File: src/rtl/vmu_pkg.sv
package vmu_pkg;
  typedef enum logic [1:0] {
    VOP_ADD   = 2'd0,
    VOP_SUB   = 2'd1,
    VOP_CMPNE = 2'd2,
    VOP_ADD_B = 2'd3
  } vop_e;
endpackage

File: src/rtl/vmu_seq.sv
module vmu_seq import vmu_pkg::*; #(
  parameter int LANES = 4,
  parameter int MAXVL = 64,
  parameter int NREGS = 16,
  parameter int W     = 16,
  localparam int GRPS = MAXVL / LANES,
  localparam int GW   = $clog2(GRPS),
  localparam int LW   = $clog2(LANES),
  localparam int VLW  = $clog2(MAXVL + 1),
  localparam int RW   = $clog2(NREGS),
  localparam int EW   = $clog2(MAXVL)
) (
  input  logic             clk_i,
  input  logic             rst_ni,
  input  logic             start_i,
  input  logic [1:0]       op_i,
  input  logic             use_mask_i,
  input  logic [RW-1:0]    vd_i,
  input  logic [RW-1:0]    va_i,
  input  logic [RW-1:0]    vb_i,
  input  logic [VLW-1:0]   vl_i,
  input  logic [W-1:0]     scalar_i,
  input  logic [MAXVL-1:0] mask_i,
  input  logic             retire_last_i,
  output logic             busy_o,
  output logic             done_o,
  output logic             issue_o,
  output logic             issue_last_o,
  output logic [GW-1:0]    grp_o,
  output logic [LANES-1:0] lane_en_o,
  output vop_e             op_o,
  output logic             use_mask_o,
  output logic [RW-1:0]    vd_o,
  output logic [RW-1:0]    va_o,
  output logic [RW-1:0]    vb_o,
  output logic [VLW-1:0]   vl_o,
  output logic [W-1:0]     scalar_o
);
  logic busy_q, issue_q, done_q, msk_q;
  logic [GW-1:0] grp_q, last_q, last_d;
  vop_e op_q;
  logic [RW-1:0] vd_q, va_q, vb_q;
  logic [VLW-1:0] vl_q, vl_clamp, vl_m1;
  logic [W-1:0] sc_q;
  logic accept;

  assign accept   = start_i & ~busy_q;
  assign vl_clamp = (vl_i > VLW'(MAXVL)) ? VLW'(MAXVL) : vl_i;
  assign vl_m1    = vl_clamp - VLW'(1);
  assign last_d   = (vl_clamp == '0) ? '0 : GW'(vl_m1 >> LW);

  always_ff @(posedge clk_i or negedge rst_ni) begin
    if (!rst_ni) begin
      busy_q  <= 1'b0;
      issue_q <= 1'b0;
      done_q  <= 1'b0;
      grp_q   <= '0;
      last_q  <= '0;
      op_q    <= VOP_ADD;
      msk_q   <= 1'b0;
      vd_q    <= '0;
      va_q    <= '0;
      vb_q    <= '0;
      vl_q    <= '0;
      sc_q    <= '0;
    end else begin
      done_q <= retire_last_i;
      if (accept) begin
        busy_q  <= 1'b1;
        issue_q <= 1'b1;
        grp_q   <= '0;
        last_q  <= last_d;
        op_q    <= vop_e'(op_i);
        msk_q   <= use_mask_i;
        vd_q    <= vd_i;
        va_q    <= va_i;
        vb_q    <= vb_i;
        vl_q    <= vl_clamp;
        sc_q    <= scalar_i;
      end else begin
        if (issue_q) begin
          if (grp_q == last_q) issue_q <= 1'b0;
          else                 grp_q   <= grp_q + GW'(1);
        end
        if (retire_last_i) busy_q <= 1'b0;
      end
    end
  end

  // masked-off elements still hold their slot: only the strobe is dropped
  for (genvar k = 0; k < LANES; k++) begin : g_en
    logic [EW-1:0] elem;
    assign elem = {grp_q, LW'(k)};
    assign lane_en_o[k] = issue_q && ({1'b0, elem} < vl_q) &&
                          ((op_q == VOP_CMPNE) || !msk_q || mask_i[elem]);
  end

  assign busy_o       = busy_q;
  assign done_o       = done_q;
  assign issue_o      = issue_q;
  assign issue_last_o = issue_q && (grp_q == last_q);
  assign grp_o        = grp_q;
  assign op_o         = op_q;
  assign use_mask_o   = msk_q;
  assign vd_o         = vd_q;
  assign va_o         = va_q;
  assign vb_o         = vb_q;
  assign vl_o         = vl_q;
  assign scalar_o     = sc_q;

  p_ignore_start_r9: assert property (@(posedge clk_i) disable iff (!rst_ni)
    busy_q && start_i |=> $stable(vd_q) && $stable(op_q) && $stable(vl_q));
  p_grp_bound_r4: assert property (@(posedge clk_i) disable iff (!rst_ni)
    issue_q |-> grp_q <= last_q);
  p_done_pulse_r8: assert property (@(posedge clk_i) disable iff (!rst_ni)
    done_q |=> !done_q);
  p_done_idle_r8: assert property (@(posedge clk_i) disable iff (!rst_ni)
    done_q |-> !busy_q);
endmodule

File: src/rtl/vmu_lane.sv
module vmu_lane import vmu_pkg::*; #(
  parameter int W = 16
) (
  input  logic         clk_i,
  input  logic         rst_ni,
  input  logic         en_i,
  input  vop_e         op_i,
  input  logic [W-1:0] a_i,
  input  logic [W-1:0] b_i,
  input  logic [W-1:0] scalar_i,
  output logic         we_o,
  output logic [W-1:0] data_o,
  output logic         cmp_we_o,
  output logic         cmp_bit_o
);
  logic         en1_q, we_q, cw_q, cb_q;
  logic [W-1:0] a1_q, b1_q, d_q;

  always_ff @(posedge clk_i or negedge rst_ni) begin
    if (!rst_ni) begin
      en1_q <= 1'b0;
      a1_q  <= '0;
      b1_q  <= '0;
      we_q  <= 1'b0;
      d_q   <= '0;
      cw_q  <= 1'b0;
      cb_q  <= 1'b0;
    end else begin
      en1_q <= en_i;
      a1_q  <= a_i;
      b1_q  <= b_i;
      we_q  <= en1_q && (op_i != VOP_CMPNE);
      d_q   <= (op_i == VOP_SUB) ? a1_q - b1_q : a1_q + b1_q;
      cw_q  <= en1_q && (op_i == VOP_CMPNE);
      cb_q  <= a1_q != scalar_i;
    end
  end

  assign we_o      = we_q;
  assign data_o    = d_q;
  assign cmp_we_o  = cw_q;
  assign cmp_bit_o = cb_q;

  p_single_kind_r7: assert property (@(posedge clk_i) disable iff (!rst_ni)
    !(we_o && cmp_we_o));
endmodule

File: src/rtl/vmu_mask.sv
module vmu_mask #(
  parameter int LANES = 4,
  parameter int MAXVL = 64,
  localparam int GRPS = MAXVL / LANES,
  localparam int GW   = $clog2(GRPS)
) (
  input  logic             clk_i,
  input  logic             rst_ni,
  input  logic [LANES-1:0] wr_en_i,
  input  logic [GW-1:0]    wr_grp_i,
  input  logic [LANES-1:0] wr_bit_i,
  output logic [MAXVL-1:0] mask_o
);
  logic [MAXVL-1:0] mask_q;

  for (genvar e = 0; e < MAXVL; e++) begin : g_bit
    always_ff @(posedge clk_i or negedge rst_ni) begin
      if (!rst_ni)
        mask_q[e] <= 1'b1;
      else if (wr_en_i[e % LANES] && (wr_grp_i == GW'(e / LANES)))
        mask_q[e] <= wr_bit_i[e % LANES];
    end
  end

  assign mask_o = mask_q;
endmodule

File: src/rtl/vmu_top.sv
module vmu_top import vmu_pkg::*; #(
  parameter int LANES = 4,
  parameter int MAXVL = 64,
  parameter int NREGS = 16,
  parameter int W     = 16,
  localparam int GRPS = MAXVL / LANES,
  localparam int GW   = $clog2(GRPS),
  localparam int LW   = $clog2(LANES),
  localparam int VLW  = $clog2(MAXVL + 1),
  localparam int RW   = $clog2(NREGS),
  localparam int EW   = $clog2(MAXVL)
) (
  input  logic               clk_i,
  input  logic               rst_ni,
  input  logic               start_i,
  input  logic [1:0]         op_i,
  input  logic               use_mask_i,
  input  logic [RW-1:0]      vd_i,
  input  logic [RW-1:0]      va_i,
  input  logic [RW-1:0]      vb_i,
  input  logic [VLW-1:0]     vl_i,
  input  logic [W-1:0]       scalar_i,
  output logic [RW-1:0]      rd_reg_a_o,
  output logic [RW-1:0]      rd_reg_b_o,
  output logic [GW-1:0]      rd_grp_o,
  input  logic [LANES*W-1:0] rd_a_i,
  input  logic [LANES*W-1:0] rd_b_i,
  output logic [LANES-1:0]   wb_we_o,
  output logic [RW-1:0]      wb_reg_o,
  output logic [GW-1:0]      wb_grp_o,
  output logic [LANES*W-1:0] wb_data_o,
  output logic [MAXVL-1:0]   mask_o,
  output logic               busy_o,
  output logic               done_o
);
  logic             issue, issue_last, use_mask;
  logic [GW-1:0]    grp;
  logic [LANES-1:0] lane_en, cmp_we, cmp_bit;
  vop_e             op;
  logic [RW-1:0]    vd, va, vb;
  logic [VLW-1:0]   vl;
  logic [W-1:0]     scalar;
  logic             s1_v_q, s1_last_q, s2_v_q, s2_last_q, retire_last;
  logic [GW-1:0]    s1_grp_q, s2_grp_q;

  vmu_seq #(.LANES(LANES), .MAXVL(MAXVL), .NREGS(NREGS), .W(W)) u_seq (
    .clk_i, .rst_ni, .start_i, .op_i, .use_mask_i, .vd_i, .va_i, .vb_i, .vl_i,
    .scalar_i, .mask_i(mask_o), .retire_last_i(retire_last),
    .busy_o, .done_o, .issue_o(issue), .issue_last_o(issue_last), .grp_o(grp),
    .lane_en_o(lane_en), .op_o(op), .use_mask_o(use_mask), .vd_o(vd),
    .va_o(va), .vb_o(vb), .vl_o(vl), .scalar_o(scalar)
  );

  // group tag travels alongside the two lane stages
  always_ff @(posedge clk_i or negedge rst_ni) begin
    if (!rst_ni) begin
      s1_v_q <= 1'b0; s1_last_q <= 1'b0; s1_grp_q <= '0;
      s2_v_q <= 1'b0; s2_last_q <= 1'b0; s2_grp_q <= '0;
    end else begin
      s1_v_q    <= issue;
      s1_last_q <= issue_last;
      s1_grp_q  <= grp;
      s2_v_q    <= s1_v_q;
      s2_last_q <= s1_last_q;
      s2_grp_q  <= s1_grp_q;
    end
  end

  assign retire_last = s2_v_q && s2_last_q;

  for (genvar k = 0; k < LANES; k++) begin : g_lane
    vmu_lane #(.W(W)) u_lane (
      .clk_i, .rst_ni,
      .en_i(lane_en[k]), .op_i(op),
      .a_i(rd_a_i[k*W +: W]), .b_i(rd_b_i[k*W +: W]), .scalar_i(scalar),
      .we_o(wb_we_o[k]), .data_o(wb_data_o[k*W +: W]),
      .cmp_we_o(cmp_we[k]), .cmp_bit_o(cmp_bit[k])
    );

    logic [EW-1:0] wb_elem;
    assign wb_elem = {s2_grp_q, LW'(k)};

    p_we_in_range_r4: assert property (@(posedge clk_i) disable iff (!rst_ni)
      wb_we_o[k] |-> ({1'b0, wb_elem} < vl));
    p_masked_no_write_r5: assert property (@(posedge clk_i) disable iff (!rst_ni)
      wb_we_o[k] && use_mask |-> mask_o[wb_elem]);
    p_we_in_retire_r2: assert property (@(posedge clk_i) disable iff (!rst_ni)
      wb_we_o[k] |-> s2_v_q && busy_o);
  end

  vmu_mask #(.LANES(LANES), .MAXVL(MAXVL)) u_mask (
    .clk_i, .rst_ni, .wr_en_i(cmp_we), .wr_grp_i(s2_grp_q),
    .wr_bit_i(cmp_bit), .mask_o
  );

  assign rd_reg_a_o = va;
  assign rd_reg_b_o = vb;
  assign rd_grp_o   = grp;
  assign wb_reg_o   = vd;
  assign wb_grp_o   = s2_grp_q;

  p_cmp_no_write_r7: assert property (@(posedge clk_i) disable iff (!rst_ni)
    busy_o && (op == VOP_CMPNE) |-> wb_we_o == '0);
  p_mask_hold_r7: assert property (@(posedge clk_i) disable iff (!rst_ni)
    !busy_o |=> $stable(mask_o));
endmodule

File: config.mk
export PLATFORM = sky130hd
export DESIGN_NAME = vmu_top
export DESIGN_NICKNAME = d
export VERILOG_FILES = /design/src/rtl/vmu_pkg.sv /design/src/rtl/vmu_seq.sv /design/src/rtl/vmu_lane.sv /design/src/rtl/vmu_mask.sv /design/src/rtl/vmu_top.sv
export SDC_FILE = /design/constraint.sdc
export NUM_CORES = 1
export LEC_CHECK = 0
export BUFFER_PORTS_ARGS = -buffer_cell sky130_fd_sc_hd__buf_2
export CAP_MARGIN = 0
export CORE_ASPECT_RATIO = 1.75
export CORE_UTILIZATION = 34
export CTS_BUF_LIST = sky130_fd_sc_hd__clkbuf_4 sky130_fd_sc_hd__clkbuf_8
export DETAILED_ROUTE_END_ITERATION = 8
export GPL_TIMING_DRIVEN = 0
export PLACE_DENSITY_LB_ADDON = 0.08
export SETUP_SLACK_MARGIN = 0.4
export SLEW_MARGIN = 40
export SYNTH_ARGS = -nofsm -noshare
export SYNTH_HDL_FRONTEND = slang
export SYNTH_SLANG_ARGS = --single-unit
File: constraint.sdc
create_clock -name clk_i -period 4.3 [get_ports clk_i]
set_input_delay 0.86 -clock clk_i [delete_from_list [all_inputs] [get_ports clk_i]]
set_output_delay 0.86 -clock clk_i [all_outputs]
set_load 0.02 [all_outputs]
---- After elaboration in Yosys (flattened, before gate mapping) ----
Index checks and enable logic that the tools add are counted.
Widths: inputs -> output; s select.
storage, ports and cells
  logic and storage cells ................. 270
  input bits .............................. 169
  output and inout port bits .............. 154
  register bits after elaboration ......... 333
cells by class
  $lt $le $gt $ge ......................... 9
  reduce and logical (&&, ||, !) cells .... 93
  add/subtract/negate cells ............... 10
  mux-type cells .......................... 22
  bitwise logic cells ..................... 2
  eq/ne operators ......................... 24
operators with widths
  cell                 number
  $logic_and 1x1->1    82
  $add 16x16->16       4
  $mux 16              4
  $ne 16x16->1         4
  $sub 16x16->16       4
  $eq 4x4->1 const B   8
  $lt 6x7->1           4
  $lt 6x7->1 const B   4
  $bmux 1 s4           4
  $eq 4x3->1 const B   4
  $mux 4               4
  $mux 1               9
  $eq 4x2->1 const B   2
  $gt 7x7->1 const B   1
  $logic_not 7->1      1
  $mux 7               1
  $sub 6x1->6 const B  1
  $logic_or 1x1->1     5
  $add 4x1->4 const B  1
  $eq 4x1->1 const B   1
  $eq 4x4->1           1
  $logic_not 4->1      1
  $reduce_bool 2->1    2
  $eq 2x1->1 const B   1
  other kinds (7)      7

---- Logic depth before layout (Yosys ltp) ----
  depth after elaboration ................. 4
  mapped depth ............................ 15
  gate-level depth less buffers ........... 14

---- Hierarchy ----
From an unflattened synthesis, not the netlist that was laid out.
second synthesis, totals
  cells, all modules ...................... 1390
  area total of the unflattened synthesis .. 16377.0 sq um
modules (own cells, without submodules)
  module                           sequential area each (sq um)  area each (sq um)  cells an instance  instances
  vmu_lane (g_lane[0].u_lane ...)  1301.2                        2552.4             217                3
  vmu_mask                         1681.6                        3090.5             224                1
  vmu_seq                          1226.2                        2751.4             276                1
  vmu_lane (g_lane[1].u_lane)      1301.2                        2571.2             226                1
  vmu_top                          300.3                         306.5              13                 1

---- Least setup slack after synthesis ----
No wires, ideal clock.
  kind .................................... reg2reg
  start ................................... reg u_seq.op_q[1], in the netlist u_seq.op_o[1]
  end ..................................... reg g_lane[0].u_lane.d_q[15]
  data required time ...................... 4.175 ns
  path buffers ............................ 4
  stages on the path, launching flop included .. 16
  data arrival time ....................... 3.074 ns
  library setup time ...................... 0.125 ns
  period minus slack after synthesis ...... 3.199 ns
  setup slack ............................. 1.101 ns
  cells stage by stage .................... dfrtp_1 > nor2b_1 > clkbuf_1 > clkbuf_1 > buf_1 > a21oi_1 > xnor2_1 > ha_1 > buf_2 > a21oi_2 > nor2_1 > a211oi_2 > or4b_1 > nand2_1 > o21ai_1 > xnor2_1
on the way
  word-level cells in the longest chain between the ends .. 2
ends and longest elaborated chain
  element                 RTL line        text
  start, declared         vmu_seq.sv:41   vop_e op_q;
  start signal, assigned  vmu_seq.sv:73   op_q <= vop_e'(op_i);
  $eq 2x1->1              vmu_lane.sv:33  d_q <= (op_i == VOP_SUB) ? a1_q - b1_q : a1_q + b1_q;
  $mux 16                 vmu_lane.sv:33
  end signal, assigned    vmu_lane.sv:33
  end, declared           vmu_lane.sv:17  logic [W-1:0] a1_q, b1_q, d_q;
Every way passes these cells.
A chain may end at the register's enable or synchronous reset.

---- Final worst setup path ----
  start ................................... reg u_seq.op_q[0], in the netlist u_seq.op_o[0]
  end ..................................... reg g_lane[0].u_lane.d_q[15]
The elaborated chain is that of the path after synthesis.

==> results.md <==
- The worst-case IR drop observed on VDD is approximately 0.44 mV.
- Power spread over the standard cell area amounts to ~770 nW/um2.
- The DRC violation total after the first TritonRoute iteration is 440.
- The largest net degree at the start of global routing is about 70.
- The total global routing track utilization is 21.6%.
- The first TritonRoute pass finished after 4 iterations.
- The via count of the first global-routing pass was between 10000 and 15000.
- Summed over all cells, the static leakage comes to ~9.1 nW.
- The initial antenna violation count is 21.
- For this run the aggregate overflow at the end of global routing stands at 0.
- In the global route stage, met2 resource usage came out at between 40% and 50%.
- Of the total power, registers draw between 30% and 40%.
- The fraction of synthesized area in multiplexers is under 10%.
- The clock network is responsible for 20.5% of the overall power.
- At the worst endpoint, the required time is 4.82 ns.
- Of all nets on the critical path, the largest fanout is 10.
- The final layout contains around 2000 nets.
- Summing the areas of all fa, ha and maj instances in the mapped netlist gives 6.10% of the synthesized area.
- No sink is reached through more buffers than the 3 on the longest clock path.
- The number of nets in the synthesized netlist is between 1500 and 2000.
- Of all flip-flops after synthesis, the portion carrying an async set or reset was between 90% and 100%.
- Sorting the synthesized cells by area gives the leading types as dfrtp_1 43%, dfstp_2 11%, ha_1 5.6%.
- The count of final hold-check violations is 0.
- The total CTS buffers is between 50 and 60.
- In this run, synthesis produced a sequential element count of roughly 330.
- The count of synthesis-stage warnings from yosys is 0.
- The overall via count from detail_route is roughly 12000.
- The post-route worst setup slack is 0.661 ns.
- The number of enable-type register cells in the synthesized netlist is 0.
- Combinational logic burns 47.3% of the power.
- After synthesis, the largest family of logic cells by area is simple AND/OR/NAND/NOR gates.
- Tracing the worst setup path back leads to its startpoint at u_seq.op_o[0]$_DFFE_PN0P_.
- Across the run, the number of max-cap violations was 0.
- For this configuration, the core starts out at a cell density of 34.6%.
- The clock network latency to the later pin of the worst-skew pair is around 0.64 ns.
- In the synthesized netlist the dominant register cell turns out to be dfrtp_1.
- The internal cell power is between 8 and 9 mW.
- The floorplan step set the die width to roughly 160 um.
- Once detail routing completed, the nets flagged for antenna violations numbered 0.
- TritonCTS built the clock tree.
- The CTS sink count is around 330.
- The final critical-path share of the clock period is a little over four fifths.
- The worst setup path is of the flip-flop to flip-flop kind.
- The finished layout holds 2396 standard cells, fillers aside.
- Dividing the detail-routed wire length by the instance count gives just over 20 um.
- STA classifies the critical path startpoint as a flip-flop.
- On the final layout, the worst clock skew is 0.0412 ns.
- Averaged over all synthesized cells, the footprint is about 11 um2.
- Summing the areas of all xor and xnor instances in the mapped netlist gives 10.2% of the synthesized area.
- Across all hold checks on the routed design, the worst slack comes to 0.0716 ns.
- In this run the vertical extent of the chip is approximately 290 um.
- Summing the areas of all compound-gate instances in the mapped netlist gives under 10% of the synthesized area.
- The area growth from synthesis to layout is 23.8%.
- The final max-slew violation count came to 0.
- The number of placed instances, taps included, is about 2300.
- around 320 I/O pins were placed.
- In the global route stage, met3 resource usage came out at around 4.8%.
- The global routing stage identified its most utilized layer as met2.
- The routed wire length is 49.7 mm.
- In the final layout, the multi-input gates occupy 6810 um2.
- The flow ran to the end, and the final reports show no timing, DRC or antenna violations.
- The gate count of the mapped netlist is approximately 1400.
- For the worst setup path, the data arrival time is 4.16 ns.
- The area fraction of the dominant cell type after synthesis is 43.0%.
- Counting the fill cells in the layout gives 4408.
- Headroom to the max-slew limit came out at about 37%.
- The floorplan die area is 47000 um2.
- After legalization and detailed placement, the total HPWL measured around 39 mm.
- Setup repair after global routing left no endpoint under its margin.
- The startpoint of the worst-slack reg-to-reg timing path is u_seq.op_o[0]$_DFFE_PN0P_.
- The met1 track utilization from global routing is roughly a fifth.
- Dividing the detail-routed via count by the number of cells gives 4.82.
- The distinct cell type count of the synthesized netlist is slightly below 60.
- Of the cells placed in the final design, the portion with a size suffix greater than 1 is 33.2%.
- Registers take about 8400 um2.
- At the end of routability-driven placement, the weighted congestion stood at about 0.87.
- After detailed routing, the number of remaining DRC violations is 0.
- For this run, the share of the core covered by cells in the final layout is 42.9%.
- The netlist area before placement is ~16000 um2.
- For the pin with the worst max-slew slack, the measured transition is between 0.9 and 1 ns.
- After Yosys synthesis, and, or, nand and nor cells account for approximately an eighth of the synthesized area.
- The peak clock frequency supported by timing is 275 MHz.
- After clock tree synthesis, the clock-pin slew on the worst setup and hold paths is about 0.08 ns.
- The delay contributed by the slowest stage of the critical path is around 0.52 ns.
- The number of buffers inserted by post-CTS setup repair is 0.
- The first global-routing pass estimated about 74 mm of wire.
- The number of placement rows is slightly above 100.
- The worst hold path belongs to the class input pin to asynchronous set/reset pin.
- The count of H-tree levels built during CTS is 2.
- The region available for standard cell placement spans around 45000 um2.
- The setup violation total in the final timing report is 0.
- Net switching is 41.4% of the power.
- The critical path goes through nor2b_1 -> clkbuf_4 -> clkbuf_4 -> buf_6 -> a21oi_1 -> xnor2_1 -> ha_1 -> buf_2 -> a21oi_2 -> nor2_1 -> a211oi_2 -> or4b_1 -> nand2_1 -> o21ai_1 -> xnor2_1.
- The library cell contributing the largest single delay on the critical path is or4b_1.
- The total net switching power is between 6 and 7 mW.
- The sort of element at the end of the critical path is a flip-flop.
- During placement, the flow inserted port buffers numbering between 300 and 400.
- The clock period minus final worst setup slack is about 3.6 ns.
- Measured in cells, the most critical reg-to-reg path has a length of 15.
- The number of hold buffers added after CTS is 0.
- At the placement stage, the worst setup path has a slack of -0.328 ns.
- Summing the sequential cell areas from Yosys gives a little over half of the chip area.
- The clock root buffer is clkbuf_8.
- dfrtp_1 takes more of the synthesized area than any other cell.
## state kept, by name, indices dropped and copies added, names as in the netlist, 4 cells and up
register,cells
g_lane.u_lane.b1_q,64
u_seq.vb_o,4
u_seq.va_o,4
g_lane.u_lane.cmp_bit_o,4
u_seq.vd_o,4
u_seq.vl_o,7
g_lane.u_lane.a1_q,64
u_seq.last_q,4
wb_grp_o,4
u_mask.mask_o,64
u_seq.grp_o,4
g_lane.u_lane.data_o,64
s1_grp_q,4
g_lane.u_lane.cmp_we_o,4
g_lane.u_lane.en1_q,4
u_seq.scalar_o,16
g_lane.u_lane.we_o,4
## final timing paths
path,to,slack [ns]
max,g_lane[0].u_lane.data_o[15]$_DFF_PN0_,0.66
min,g_lane[3].u_lane.b1_q[6]$_DFF_PN0_,0.07
max reg2reg,g_lane[0].u_lane.data_o[15]$_DFF_PN0_,0.66
min reg2reg,wb_grp_o[1]$_DFF_PN0_,0.35
max in group asynchronous,u_mask.mask_o[24]$_DFFE_PN1P_,2.91
min in group clk_i,g_lane[0].u_lane.a1_q[14]$_DFF_PN0_,0.32
## per-layer routing
layer,wire length (um),up-vias
met1,17000,5516
met2,27300,359
met3,2940,138
met4,2260,28
met5,154,-
li1,-,5501
## power groups by stage
stage                     registers, mW  logic, mW  clock network [mW]
after floorplan                    5.52       4.04                   0
after global placement             4.87       7.07                   0
after detailed placement           4.89       7.13                   0
after CTS                          4.84       7.19                3.18
after global routing               4.94       7.77                3.30
final                              4.82       7.08                3.07
## through the flow
step / total power, mW / area (um2) / setup TNS, ns
floorplan: 9.56 / 15700 / 0
global placement: 11.9 / 18000 / -1229.89
detailed placement: 12.0 / 18200 / -2.25
CTS: 15.2 / 19400 / 0
global route: 16.0 / 19400 / 0
finish: 15.0 / 19400 / 0
## cell usage in the layout (no fill, tap or decap), types with 9 or more instances in the layout
cell type,synthesis,layout
nand2b_1,14,14
nand4_1,10,10
mux4_2,20,20
mux2_2,64,64
dfstp_2,64,64
o21ai_0,31,30
inv_1,53,53
clkbuf_4,0,18
clkbuf_1,40,34
clkinv_2,0,9
nor4_1,17,16
clkbuf_8,0,60
and2_1,10,10
a31oi_1,20,20
ha_1,70,70
xor2_1,86,86
a21o_1,20,20
nand3_1,14,14
nor2_1,92,92
nand2_1,194,194
dfrtp_1,269,269
nor3_1,28,27
a21oi_1,66,66
buf_2,4,325
xnor2_1,96,96
## worst max-delay path: cells and delay by family (launching register included)
kind	cells	cell delay, ns
fa+ha+maj	1	0.24
buf+inv	4	0.97
compound gates	4	0.56
simple gates	4	0.93
flops	1	0.40
xor+xnor	2	0.41
## Yosys cell counts (28+ instances only)
master	count
dfrtp_1	269
ha_1	70
nand2_1	194
inv_1	53
dfstp_2	64
mux2_2	64
nor3_1	28
xor2_1	86
nor2_1	92
o21ai_0	31
a21oi_1	66
xnor2_1	96
clkbuf_1	40
## area by class of cell
cell class	instances	share of cell area, %
Multi-Input combinational cell	942	35.1
Clock buffer	76	4.87
Antenna cell	7	0.0903
Clock inverter	20	1.28
Timing Repair Buffer	327	9.07
Inverter	54	1.04
Buffer	60	1.46
Sequential cell	333	43.4
Tap cell	577	3.72
## repair_timing
item,in CTS,in global routing
hold endpoints to repair,0,0
endpoints found under the setup margin,37,6
gates resized for setup,6,5
## cell families after synthesis
logic type / count (synthesis)
adders and majority gates: 74
muxes: 91
xor gates and xnor gates: 182
buffers and inverters: 114
and+or+nand+nor: 409
DFF: 333
AOI/OAI and AO/OA: 186
Power figures use the tool's default switching activity.
